$ cat config.mk
export PLATFORM = sky130hd
export DESIGN_NAME = sctl_rx
export DESIGN_NICKNAME = d
export VERILOG_FILES = /design/src/rtl/sctl_pkg.sv /design/src/rtl/sctl_sync.sv /design/src/rtl/sctl_shift.sv /design/src/rtl/sctl_latch.sv /design/src/rtl/sctl_rx.sv
export SDC_FILE = /design/constraint.sdc
export NUM_CORES = 1
export LEC_CHECK = 0
export BUFFER_PORTS_ARGS = -buffer_cell sky130_fd_sc_hd__buf_2
export CAP_MARGIN = 20
export CORE_UTILIZATION = 60
export DETAILED_ROUTE_END_ITERATION = 8
export PLACE_DENSITY = 0.79
export SYNTH_ARGS = -nofsm -noshare
export SYNTH_HDL_FRONTEND = slang
export SYNTH_SLANG_ARGS = --single-unit
$ cat constraint.sdc
create_clock -name clk -period 4.8 [get_ports clk]
set_input_delay 0.48 -clock clk [delete_from_list [all_inputs] [get_ports clk]]
set_output_delay 0.48 -clock clk [all_outputs]
set_load 0.02 [all_outputs]
$ cat src/rtl/sctl_pkg.sv
package sctl_pkg;
    localparam int MODE_W  = 4;
    localparam int REF_W   = 12;
    localparam int PROG_W  = 17;
    localparam int REF_PAY = REF_W + 5;
    localparam int PAY_W   = (REF_PAY > PROG_W) ? REF_PAY : PROG_W;
    localparam int FRAME_W = MODE_W + PAY_W;

    localparam logic [MODE_W-1:0] MODE_REF  = 4'd1;
    localparam logic [MODE_W-1:0] MODE_PROG = 4'd2;

    typedef struct packed {
        logic [REF_W-1:0]  ref_ratio;
        logic              ref_div2;
        logic              pwr_norm;
        logic              port_out;
        logic              cp_en;
        logic              test_flag;
        logic [PROG_W-1:0] prog_ratio;
    } ctl_regs_t;
endpackage

$ cat src/rtl/sctl_sync.sv
module sctl_sync #(
    parameter int W      = 3,
    parameter int STAGES = 2
) (
    input  logic         clk,
    input  logic         rst_n,
    input  logic [W-1:0] din,
    output logic [W-1:0] dout
);
    logic [W-1:0] sync_d [STAGES];
    logic [W-1:0] sync_q [STAGES];

    always_comb begin
        sync_d[0] = din;
        for (int i = 1; i < STAGES; i++) begin
            sync_d[i] = sync_q[i-1];
        end
    end

    generate
        for (genvar g = 0; g < STAGES; g++) begin : g_stage
            always_ff @(posedge clk or negedge rst_n) begin
                if (!rst_n) sync_q[g] <= '0;
                else        sync_q[g] <= sync_d[g];
            end
        end
    endgenerate

    assign dout = sync_q[STAGES-1];
endmodule

$ cat src/rtl/sctl_shift.sv
module sctl_shift
    import sctl_pkg::*;
#(
    parameter int FW   = FRAME_W,
    parameter int CW   = $clog2(FW + 2)
) (
    input  logic          clk,
    input  logic          rst_n,
    input  logic          ce,
    input  logic          sclk,
    input  logic          sdat,
    output logic [FW-1:0] frame_bits,
    output logic [CW-1:0] bit_cnt,
    output logic          commit
);
    localparam logic [CW-1:0] CNT_SAT = CW'(FW + 1);
    localparam logic [CW-1:0] CNT_FW  = CW'(FW);

    typedef struct packed {
        logic          prev_ce;
        logic          prev_sclk;
        logic [FW-1:0] bits;
        logic [CW-1:0] cnt;
    } shift_t;

    shift_t st_d, st_q;
    logic   ce_rise, sclk_rise;

    always_comb begin
        ce_rise      = ce & ~st_q.prev_ce;
        sclk_rise    = sclk & ~st_q.prev_sclk;
        st_d         = st_q;
        st_d.prev_ce   = ce;
        st_d.prev_sclk = sclk;
        if (ce_rise) begin
            st_d.cnt  = '0;
            st_d.bits = '0;
        end else if (ce && sclk_rise) begin
            if (st_q.cnt < CNT_FW) begin
                st_d.bits[st_q.cnt] = sdat;
            end
            if (st_q.cnt != CNT_SAT) begin
                st_d.cnt = st_q.cnt + 1'b1;
            end
        end
    end

    always_ff @(posedge clk or negedge rst_n) begin
        if (!rst_n) st_q <= '0;
        else        st_q <= st_d;
    end

    assign frame_bits = st_q.bits;
    assign bit_cnt    = st_q.cnt;
    assign commit     = st_q.prev_ce & ~ce;

    AST_CNT_CLEARED: assert property (@(posedge clk) disable iff (!rst_n)
        (ce && !st_q.prev_ce) |=> (bit_cnt == '0));
    AST_IDLE_NO_COUNT: assert property (@(posedge clk) disable iff (!rst_n)
        (!ce && st_q.prev_ce == 1'b0 && !$rose(ce)) |=> $stable(bit_cnt));
endmodule

$ cat src/rtl/sctl_latch.sv
module sctl_latch
    import sctl_pkg::*;
#(
    parameter int FW = FRAME_W,
    parameter int CW = $clog2(FW + 2)
) (
    input  logic          clk,
    input  logic          rst_n,
    input  logic          commit,
    input  logic [FW-1:0] frame_bits,
    input  logic [CW-1:0] bit_cnt,
    output ctl_regs_t     regs
);
    localparam int            REF_LEN  = MODE_W + REF_PAY;
    localparam int            PROG_LEN = MODE_W + PROG_W;
    localparam logic [CW-1:0] REF_CNT  = CW'(REF_LEN);
    localparam logic [CW-1:0] PROG_CNT = CW'(PROG_LEN);
    localparam int            P0       = MODE_W;

    ctl_regs_t        regs_d, regs_q;
    logic [MODE_W-1:0] mode;
    logic             take_ref, take_prog;

    always_comb begin
        mode      = frame_bits[MODE_W-1:0];
        take_ref  = commit && (mode == MODE_REF)  && (bit_cnt == REF_CNT);
        take_prog = commit && (mode == MODE_PROG) && (bit_cnt == PROG_CNT);
        regs_d    = regs_q;
        if (take_ref) begin
            regs_d.ref_ratio = frame_bits[P0 +: REF_W];
            regs_d.ref_div2  = frame_bits[P0 + REF_W];
            regs_d.pwr_norm  = frame_bits[P0 + REF_W + 1];
            regs_d.port_out  = frame_bits[P0 + REF_W + 2];
            regs_d.cp_en     = frame_bits[P0 + REF_W + 3];
            regs_d.test_flag = frame_bits[P0 + REF_W + 4];
        end
        if (take_prog) begin
            regs_d.prog_ratio = frame_bits[P0 +: PROG_W];
        end
    end

    always_ff @(posedge clk or negedge rst_n) begin
        if (!rst_n) regs_q <= '0;
        else        regs_q <= regs_d;
    end

    assign regs = regs_q;

    AST_BAD_MODE_HOLD: assert property (@(posedge clk) disable iff (!rst_n)
        (commit && mode != MODE_REF && mode != MODE_PROG) |=> $stable(regs));
    AST_BAD_LEN_HOLD: assert property (@(posedge clk) disable iff (!rst_n)
        (commit && bit_cnt != REF_CNT && bit_cnt != PROG_CNT) |=> $stable(regs));
    AST_REF_LOAD: assert property (@(posedge clk) disable iff (!rst_n)
        (commit && mode == MODE_REF && bit_cnt == REF_CNT)
        |=> (regs.ref_ratio == $past(frame_bits[P0 +: REF_W]))
            && $stable(regs.prog_ratio));
    AST_PROG_LOAD: assert property (@(posedge clk) disable iff (!rst_n)
        (commit && mode == MODE_PROG && bit_cnt == PROG_CNT)
        |=> (regs.prog_ratio == $past(frame_bits[P0 +: PROG_W]))
            && $stable(regs.ref_ratio) && $stable(regs.pwr_norm));
    AST_NO_COMMIT_HOLD: assert property (@(posedge clk) disable iff (!rst_n)
        !commit |=> $stable(regs));
endmodule

$ cat src/rtl/sctl_rx.sv
module sctl_rx
    import sctl_pkg::*;
#(
    parameter int SYNC_STAGES = 2
) (
    input  logic              clk,
    input  logic              rst_n,
    input  logic              ser_ce,
    input  logic              ser_clk,
    input  logic              ser_dat,
    output logic [REF_W-1:0]  ref_ratio,
    output logic              ref_div2,
    output logic              pwr_norm,
    output logic              port_out,
    output logic              cp_en,
    output logic              test_flag,
    output logic [PROG_W-1:0] prog_ratio
);
    localparam int CW = $clog2(FRAME_W + 2);

    logic [2:0]         pins_s;
    logic [FRAME_W-1:0] frame_bits;
    logic [CW-1:0]      bit_cnt;
    logic               commit;
    ctl_regs_t          regs;

    sctl_sync #(.W(3), .STAGES(SYNC_STAGES)) u_sync (
        .clk  (clk),
        .rst_n(rst_n),
        .din  ({ser_ce, ser_clk, ser_dat}),
        .dout (pins_s)
    );

    sctl_shift #(.FW(FRAME_W), .CW(CW)) u_shift (
        .clk       (clk),
        .rst_n     (rst_n),
        .ce        (pins_s[2]),
        .sclk      (pins_s[1]),
        .sdat      (pins_s[0]),
        .frame_bits(frame_bits),
        .bit_cnt   (bit_cnt),
        .commit    (commit)
    );

    sctl_latch #(.FW(FRAME_W), .CW(CW)) u_latch (
        .clk       (clk),
        .rst_n     (rst_n),
        .commit    (commit),
        .frame_bits(frame_bits),
        .bit_cnt   (bit_cnt),
        .regs      (regs)
    );

    assign ref_ratio  = regs.ref_ratio;
    assign ref_div2   = regs.ref_div2;
    assign pwr_norm   = regs.pwr_norm;
    assign port_out   = regs.port_out;
    assign cp_en      = regs.cp_en;
    assign test_flag  = regs.test_flag;
    assign prog_ratio = regs.prog_ratio;
endmodule

; Word level (Yosys, flattened, before mapping)
; Cells that the tools add are included.
[word_totals]
reg_bits = 68
in_bits = 5
output_inout_bits = 34
[classes]
n_addsub = 1
order_cmp = 3
eq_ne = 4
n_mux = 7
bitwise = 6
n_reduce_logical = 11
[ops]
columns = operator, n
row1 = $mux 26, 2
row2 = $bwmux 21, 1
row3 = $mux 21, 1
row4 = $logic_and 1x1->1, 6
row5 = $lt 5x6->1 const B, 1
row6 = $reduce_bool 2->1, 3
row7 = $add 5x1->5 const B, 1
row8 = $demux 1 s5, 1
row9 = $eq 5x5->1 const B, 1
row10 = $ge 5x1->1 const B, 1
row11 = $lt 5x5->1 const B, 1
row12 = $mux 5, 1
row13 = $ne 5x5->1 const B, 1
row14 = $eq 4x1->1 const B, 1
row15 = $eq 4x2->1 const B, 1
row16 = $reduce_and 2->1, 2
row17 = $and 1x1->1, 3
row18 = $not 1->1, 3
row19 = $mux 1, 1

; Logic depth before layout (Yosys ltp)
[depth]
depth_word = 8
depth_mapped = 6
mapped_depth_nobuf = 5

; Cells and area by module
; From an unflattened synthesis, not the netlist that was laid out.
[hier_totals]
hier_cells = 246
hier_area_um2 = 3170.5
[modules_own_cells]
columns = module, instances, cells_per_inst, area_each_um2, seq_area_each_um2
row1 = sctl_shift, 1, 164, 1639.1, 700.7
row2 = sctl_latch, 1, 76, 1381.3, 850.8
row3 = sctl_sync, 1, 6, 150.1, 150.1

; Worst setup path after synthesis
; Ideal clock, no wire load.
[synth_timing]
kind = reg2reg
start = register u_shift.st_q (netlist bit u_shift.bit_cnt[1])
end = register u_latch.regs_q[10] (netlist: u_latch.regs[10])
setup_ps = 125
arrival_ps = 1862
slack_ps = 2813
path_stages_with_launch = 7
n_path_buf = 1
path_cell_list = dfrtp_1 -> inv_1 -> ha_1 -> nand4bb_4 -> nor4_4 -> buf_6 -> mux2_2
[synth_between]
elab_chain_len = 2
[synth_lines]
columns = element, line
row1 = "start, declared", sctl_shift.sv:26  ; shift_t st_d, st_q;
row2 = "start signal, assigned", sctl_shift.sv:50  ; else st_q <= st_d;
row3 = $eq 5x5->1, sctl_latch.sv:27  ; take_prog = commit && (mode == MODE_PROG) && (bit_cnt == PROG_CNT);
row4 = $logic_and 1x1->1, sctl_latch.sv:27
row5 = "end signal, assigned", sctl_latch.sv:44  ; else regs_q <= regs_d;
row6 = "end, declared", sctl_latch.sv:20  ; ctl_regs_t regs_d, regs_q;
; Every way passes these cells.
; A chain may end at the register's enable or synchronous reset.

; Worst setup path in the final report
[layout_timing]
start = register u_shift.st_q (netlist bit u_shift.bit_cnt[1])
end = register u_latch.regs_q[2] (netlist: u_latch.regs[2])
; The elaborated chain is that of the path after synthesis.

==> flow_summary.html <==
<table>
<tr><th>Metric</th><th>Value</th></tr>
<tr><th colspan="2">Run status</th></tr>
<tr><td>Outcome</td><td>finished with violations</td></tr>
<tr><td>Violations in the final reports</td><td>DRC</td></tr>
<tr><th colspan="2">Synth</th></tr>
<tr><td>Cells taking the most area after synthesis</td><td>sky130_fd_sc_hd__dfrtp_1 59%, sky130_fd_sc_hd__mux2_2 13%, sky130_fd_sc_hd__mux2i_1 7.6%</td></tr>
<tr><td>Count of cell types in the netlist</td><td>31</td></tr>
<tr><td>Combined area of all synthesized cells</td><td>2888 um^2</td></tr>
<tr><td>Mean cell area of the mapped netlist</td><td>13.31 um^2</td></tr>
<tr><td>Main flop type after synthesis</td><td>sky130_fd_sc_hd__dfrtp_1</td></tr>
<tr><td>Gate count after technology mapping</td><td>217</td></tr>
<tr><td>Leading cell type by number of instances after synthesis</td><td>sky130_fd_sc_hd__dfrtp_1</td></tr>
<tr><td>Number of flops mapped to enable cells by yosys</td><td>0</td></tr>
<tr><td>Leading post-synthesis cells by instance count</td><td>68 x sky130_fd_sc_hd__dfrtp_1, 33 x sky130_fd_sc_hd__mux2_2, 23 x sky130_fd_sc_hd__nand2_1</td></tr>
<tr><td>Synth Net Count</td><td>226</td></tr>
<tr><td>Share of Yosys cell area claimed by the top area cell type</td><td>0.5893</td></tr>
<tr><td>Flip-flop and latch count after synthesis</td><td>68</td></tr>
<tr><td>Yosys synthesis warning count</td><td>0</td></tr>
<tr><td>Area leader, netlist</td><td>sky130_fd_sc_hd__dfrtp_1</td></tr>
<tr><td>Part of the Yosys area used for sequential elements</td><td>0.5893</td></tr>
<tr><td>Fraction of registers with async set or reset after synthesis</td><td>1.000</td></tr>
<tr><th colspan="2">Timing</th></tr>
<tr><td>Clock skew</td><td>10.26 ps</td></tr>
<tr><td>Max-slew headroom at the worst pin</td><td>0.3770</td></tr>
<tr><td>Fin crit share</td><td>0.5185</td></tr>
<tr><td>Transition time of the tightest slew-check pin</td><td>934.6 ps</td></tr>
<tr><td>Total negative slack</td><td>0 ps</td></tr>
<tr><td>Number of endpoints failing setup at the final stage</td><td>0</td></tr>
<tr><td>Final number of max-transition violations</td><td>0</td></tr>
<tr><td>Worst-case setup margin in the final layout</td><td>2311 ps</td></tr>
<tr><td>Maximum clock frequency</td><td>401.8 MHz</td></tr>
<tr><td>Final hold violations</td><td>0</td></tr>
<tr><td>RSZ-0062 raised after global routing</td><td>no</td></tr>
<tr><td>Final critical path time including I/O delays and setup</td><td>2489 ps</td></tr>
<tr><th colspan="2">Placement</th></tr>
<tr><td>Count of port buffers added during placement</td><td>38</td></tr>
<tr><td>Cell area after placement</td><td>3099 um^2</td></tr>
<tr><td>Worst-case setup slack after placement</td><td>2219 ps</td></tr>
<tr><td>Detailed Place HPWL</td><td>3328 um</td></tr>
<tr><td>Last weighted congestion value of the routability-driven placer</td><td>0.8334</td></tr>
<tr><th colspan="2">Clocking</th></tr>
<tr><td>Buffer levels on the longest clock path</td><td>2</td></tr>
<tr><td>Clock sinks</td><td>68</td></tr>
<tr><td>Post-CTS resize count</td><td>0</td></tr>
<tr><td>Number of buffers inserted during clock tree synthesis</td><td>9</td></tr>
<tr><td>Worst-Skew Late Latency</td><td>340 ps</td></tr>
<tr><td>CTS H-tree depth</td><td>3</td></tr>
<tr><td>Clock-pin slew of the registers on the worst-case setup and hold paths</td><td>60 ps</td></tr>
<tr><td>Clock tree from TritonCTS</td><td>built</td></tr>
<tr><td>Root Buffer Master</td><td>sky130_fd_sc_hd__clkbuf_8</td></tr>
<tr><td>Number of buffers inserted by hold repair at cts</td><td>0</td></tr>
<tr><td>Setup Buffers After CTS</td><td>0</td></tr>
<tr><th colspan="2">Die</th></tr>
<tr><td>Horizontal die dimension</td><td>71.38 um</td></tr>
<tr><td>Number of I/O pins</td><td>39</td></tr>
<tr><td>Placeable core region</td><td>4474 um^2</td></tr>
<tr><td>Die boundary height</td><td>71.38 um</td></tr>
<tr><td>Number of cell rows</td><td>24</td></tr>
<tr><td>Starting Density</td><td>0.6454</td></tr>
<tr><td>Die Area</td><td>5094 um^2</td></tr>
<tr><th colspan="2">Layout</th></tr>
<tr><td>Final Cell Area</td><td>3332 um^2</td></tr>
<tr><td>Antenna diode count</td><td>0</td></tr>
<tr><td>Ratio of cells with drive above 1 in the final layout</td><td>0.3574</td></tr>
<tr><td>Post-layout nets</td><td>267</td></tr>
<tr><td>P&amp;R area growth vs syn</td><td>15.38%</td></tr>
<tr><td>Fill count</td><td>295</td></tr>
<tr><th colspan="2">Worst setup path</th></tr>
<tr><td>FF-to-FF path depth</td><td>6</td></tr>
<tr><td>Highest net fanout along the worst path</td><td>9</td></tr>
<tr><td>Stages on worst setup path</td><td>6</td></tr>
<tr><td>Slowest stage delay, CP</td><td>670 ps</td></tr>
<tr><td>Worst setup path startpoint</td><td>u_shift.bit_cnt[1]</td></tr>
<tr><td>Kind of launch point of the worst setup path</td><td>flop</td></tr>
<tr><td>Critical Path Sink</td><td>u_latch.regs[2]</td></tr>
<tr><td>WP data required</td><td>5020 ps</td></tr>
<tr><td>Kind of cell adding the most delay to the critical path</td><td>simple AND/OR/NAND/NOR gates</td></tr>
<tr><td>Worst path bufs/invs</td><td>2</td></tr>
<tr><td>Flop2flop setup slack</td><td>2310 ps</td></tr>
<tr><td>RR Endpoint</td><td>u_latch.regs[2]</td></tr>
<tr><td>Worst-path cell with the longest stage delay</td><td>sky130_fd_sc_hd__nor4_4</td></tr>
<tr><td>Start of the worst register-to-register path</td><td>u_shift.bit_cnt[1]</td></tr>
<tr><td>CP arrival</td><td>2710 ps</td></tr>
<tr><td>Category of the worst setup path capture point</td><td>flop</td></tr>
<tr><td>Setup CP Type</td><td>flop to flop</td></tr>
<tr><td>Ordered list of cells on the worst path</td><td>inv_1, ha_1, nand4bb_4, nor4_4, buf_4, mux2_2</td></tr>
<tr><th colspan="2">Min path</th></tr>
<tr><td>Cell count of the worst hold path</td><td>1</td></tr>
<tr><td>Hold Path Origin</td><td>ser_clk</td></tr>
<tr><td>Type of the most critical hold path</td><td>input pin to flop</td></tr>
<tr><th colspan="2">Drt</th></tr>
<tr><td>Number of DRC markers after the initial detailed-route iteration</td><td>138</td></tr>
<tr><td>Average wire per cell in the routed design</td><td>16.05 um</td></tr>
<tr><td>Via count normalized by instance count</td><td>5.679</td></tr>
<tr><td>Number of vias after detailed routing</td><td>1789</td></tr>
<tr><td>DRT Wirelength</td><td>5056 um</td></tr>
<tr><td>Count of unresolved DRC violations after routing</td><td>4</td></tr>
<tr><td>Number of antenna-violating nets in the routed design</td><td>0</td></tr>
<tr><td>Number of detailed-route iterations in the first pass</td><td>6</td></tr>
<tr><th colspan="2">Pwr</th></tr>
<tr><td>Reported leakage power</td><td>1.834 nW</td></tr>
<tr><td>Total power per unit cell area</td><td>342.6 nW/um^2</td></tr>
<tr><td>Peak supply drop</td><td>0.3370 mV</td></tr>
<tr><th colspan="2">GRT</th></tr>
<tr><td>Largest net degree at the start of global routing</td><td>69</td></tr>
<tr><td>Remaining global-route overflow</td><td>0</td></tr>
<tr><td>Initial antenna violation count</td><td>0</td></tr>
<tr><td>Total global-route track usage</td><td>0.2326</td></tr>
<tr><td>Wire length of the first global-routing pass</td><td>8790 um</td></tr>
<tr><td>Vias in the first global route</td><td>1812</td></tr>
<tr><th colspan="2">Run</th></tr>
<tr><td>Max-cap violations</td><td>0</td></tr>
</table>
## metal layers
| metal | global-route usage | vias to the layer above | share of wire |
|---|---|---|---|
| met5 | 0 | - | 0 |
| met3 | 0.06188 | 9 | 0.033 |
| met2 | 0.3714 | 35 | 0.51 |
| met4 | 0.1000 | 0 | 0.018 |
| met1 | 0.3028 | 901 | 0.44 |
| li1 | - | 844 | - |
## state kept, by name (all words and copies together), names as in the netlist
name and cells:
u_latch.regs 34, u_sync.dout 3, u_shift.frame_bits 21, u_sync.sync_d 3, u_shift.bit_cnt 5, u_shift.st_q 2
## final cells by class
class	instances	area [um^2]	share of cell area
tap	52	65.06	0.01953
clock inverter	4	72.57	0.02178
timing repair buffer	41	220.2	0.06609
multi-input combinational	135	1116	0.3350
inverter	3	11.26	0.003380
clock buffer	12	145.1	0.04356
sequential	68	1702	0.5107
## cells by family after synthesis
family,count (synthesis),synth area share
compound gates,8,0.01647
fa+ha+maj,4,0.01733
buf+inv,14,0.02426
flops,68,0.5893
mux,56,0.2088
simple gates,67,0.1439
## layout by cell type (no fill, tap or decap)
cell | netlist | routed
sky130_fd_sc_hd__clkinv_2 | 0 | 1
sky130_fd_sc_hd__nand4bb_4 | 1 | 1
sky130_fd_sc_hd__mux2_2 | 33 | 33
sky130_fd_sc_hd__bufinv_16 | 0 | 2
sky130_fd_sc_hd__and4b_1 | 2 | 2
sky130_fd_sc_hd__nor4_4 | 2 | 2
sky130_fd_sc_hd__nor2b_1 | 2 | 2
sky130_fd_sc_hd__nor2_1 | 3 | 3
sky130_fd_sc_hd__a31o_2 | 1 | 1
sky130_fd_sc_hd__nand2b_1 | 4 | 4
sky130_fd_sc_hd__dfrtp_1 | 68 | 68
sky130_fd_sc_hd__buf_2 | 1 | 38
sky130_fd_sc_hd__and2b_1 | 1 | 1
sky130_fd_sc_hd__nand4_1 | 1 | 1
sky130_fd_sc_hd__and4bb_2 | 1 | 1
sky130_fd_sc_hd__clkinvlp_4 | 0 | 1
sky130_fd_sc_hd__mux2i_1 | 22 | 22
sky130_fd_sc_hd__o21ai_0 | 2 | 2
sky130_fd_sc_hd__mux2_1 | 1 | 1
sky130_fd_sc_hd__a21oi_1 | 4 | 4
sky130_fd_sc_hd__and4_1 | 1 | 1
sky130_fd_sc_hd__a311oi_1 | 1 | 1
sky130_fd_sc_hd__nand4b_1 | 1 | 1
sky130_fd_sc_hd__nand2_1 | 23 | 23
sky130_fd_sc_hd__clkbuf_1 | 6 | 2
sky130_fd_sc_hd__inv_1 | 3 | 3
sky130_fd_sc_hd__nand3_1 | 22 | 22
sky130_fd_sc_hd__nand3b_1 | 1 | 1
sky130_fd_sc_hd__buf_8 | 0 | 1
sky130_fd_sc_hd__buf_4 | 0 | 2
sky130_fd_sc_hd__nand3b_4 | 1 | 1
sky130_fd_sc_hd__clkbuf_8 | 0 | 10
sky130_fd_sc_hd__ha_1 | 4 | 4
sky130_fd_sc_hd__and3b_1 | 1 | 1
## how the worst min path moves through the flow
stage | slack, ps | endpoint
floorplan | 180 | u_latch.regs[0]
global placement | 330 | u_sync.dout[2]
detailed placement | 340 | u_sync.dout[1]
CTS | 240 | u_sync.sync_d[1]
global route | 240 | u_sync.sync_d[0]
finish | 250 | u_sync.sync_d[1]
## metrics by stage
stage,std cells,power [W],util,hold WS (ps)
floorplan,217,0.0006199,-,184.4
global placement,298,0.0006388,0.6927,332.2
detailed placement,298,0.0006404,0.6927,337.3
CTS,314,0.001149,0.7413,239.3
global route,315,0.001181,0.7447,235.3
finish,315,0.001141,0.7447,248.4
## power breakdown
group / internal [W] / switching [W] / leakage, nW
Sequential: 0.000579 / 0.00000661 / 0.930
Combinational: 0.0000112 / 0.0000315 / 0.797
Clock: 0.000306 / 0.000207 / 0.107
Total: 0.000897 / 0.000245 / 1.83
Note: power is estimated with default switching activity, not from simulation.
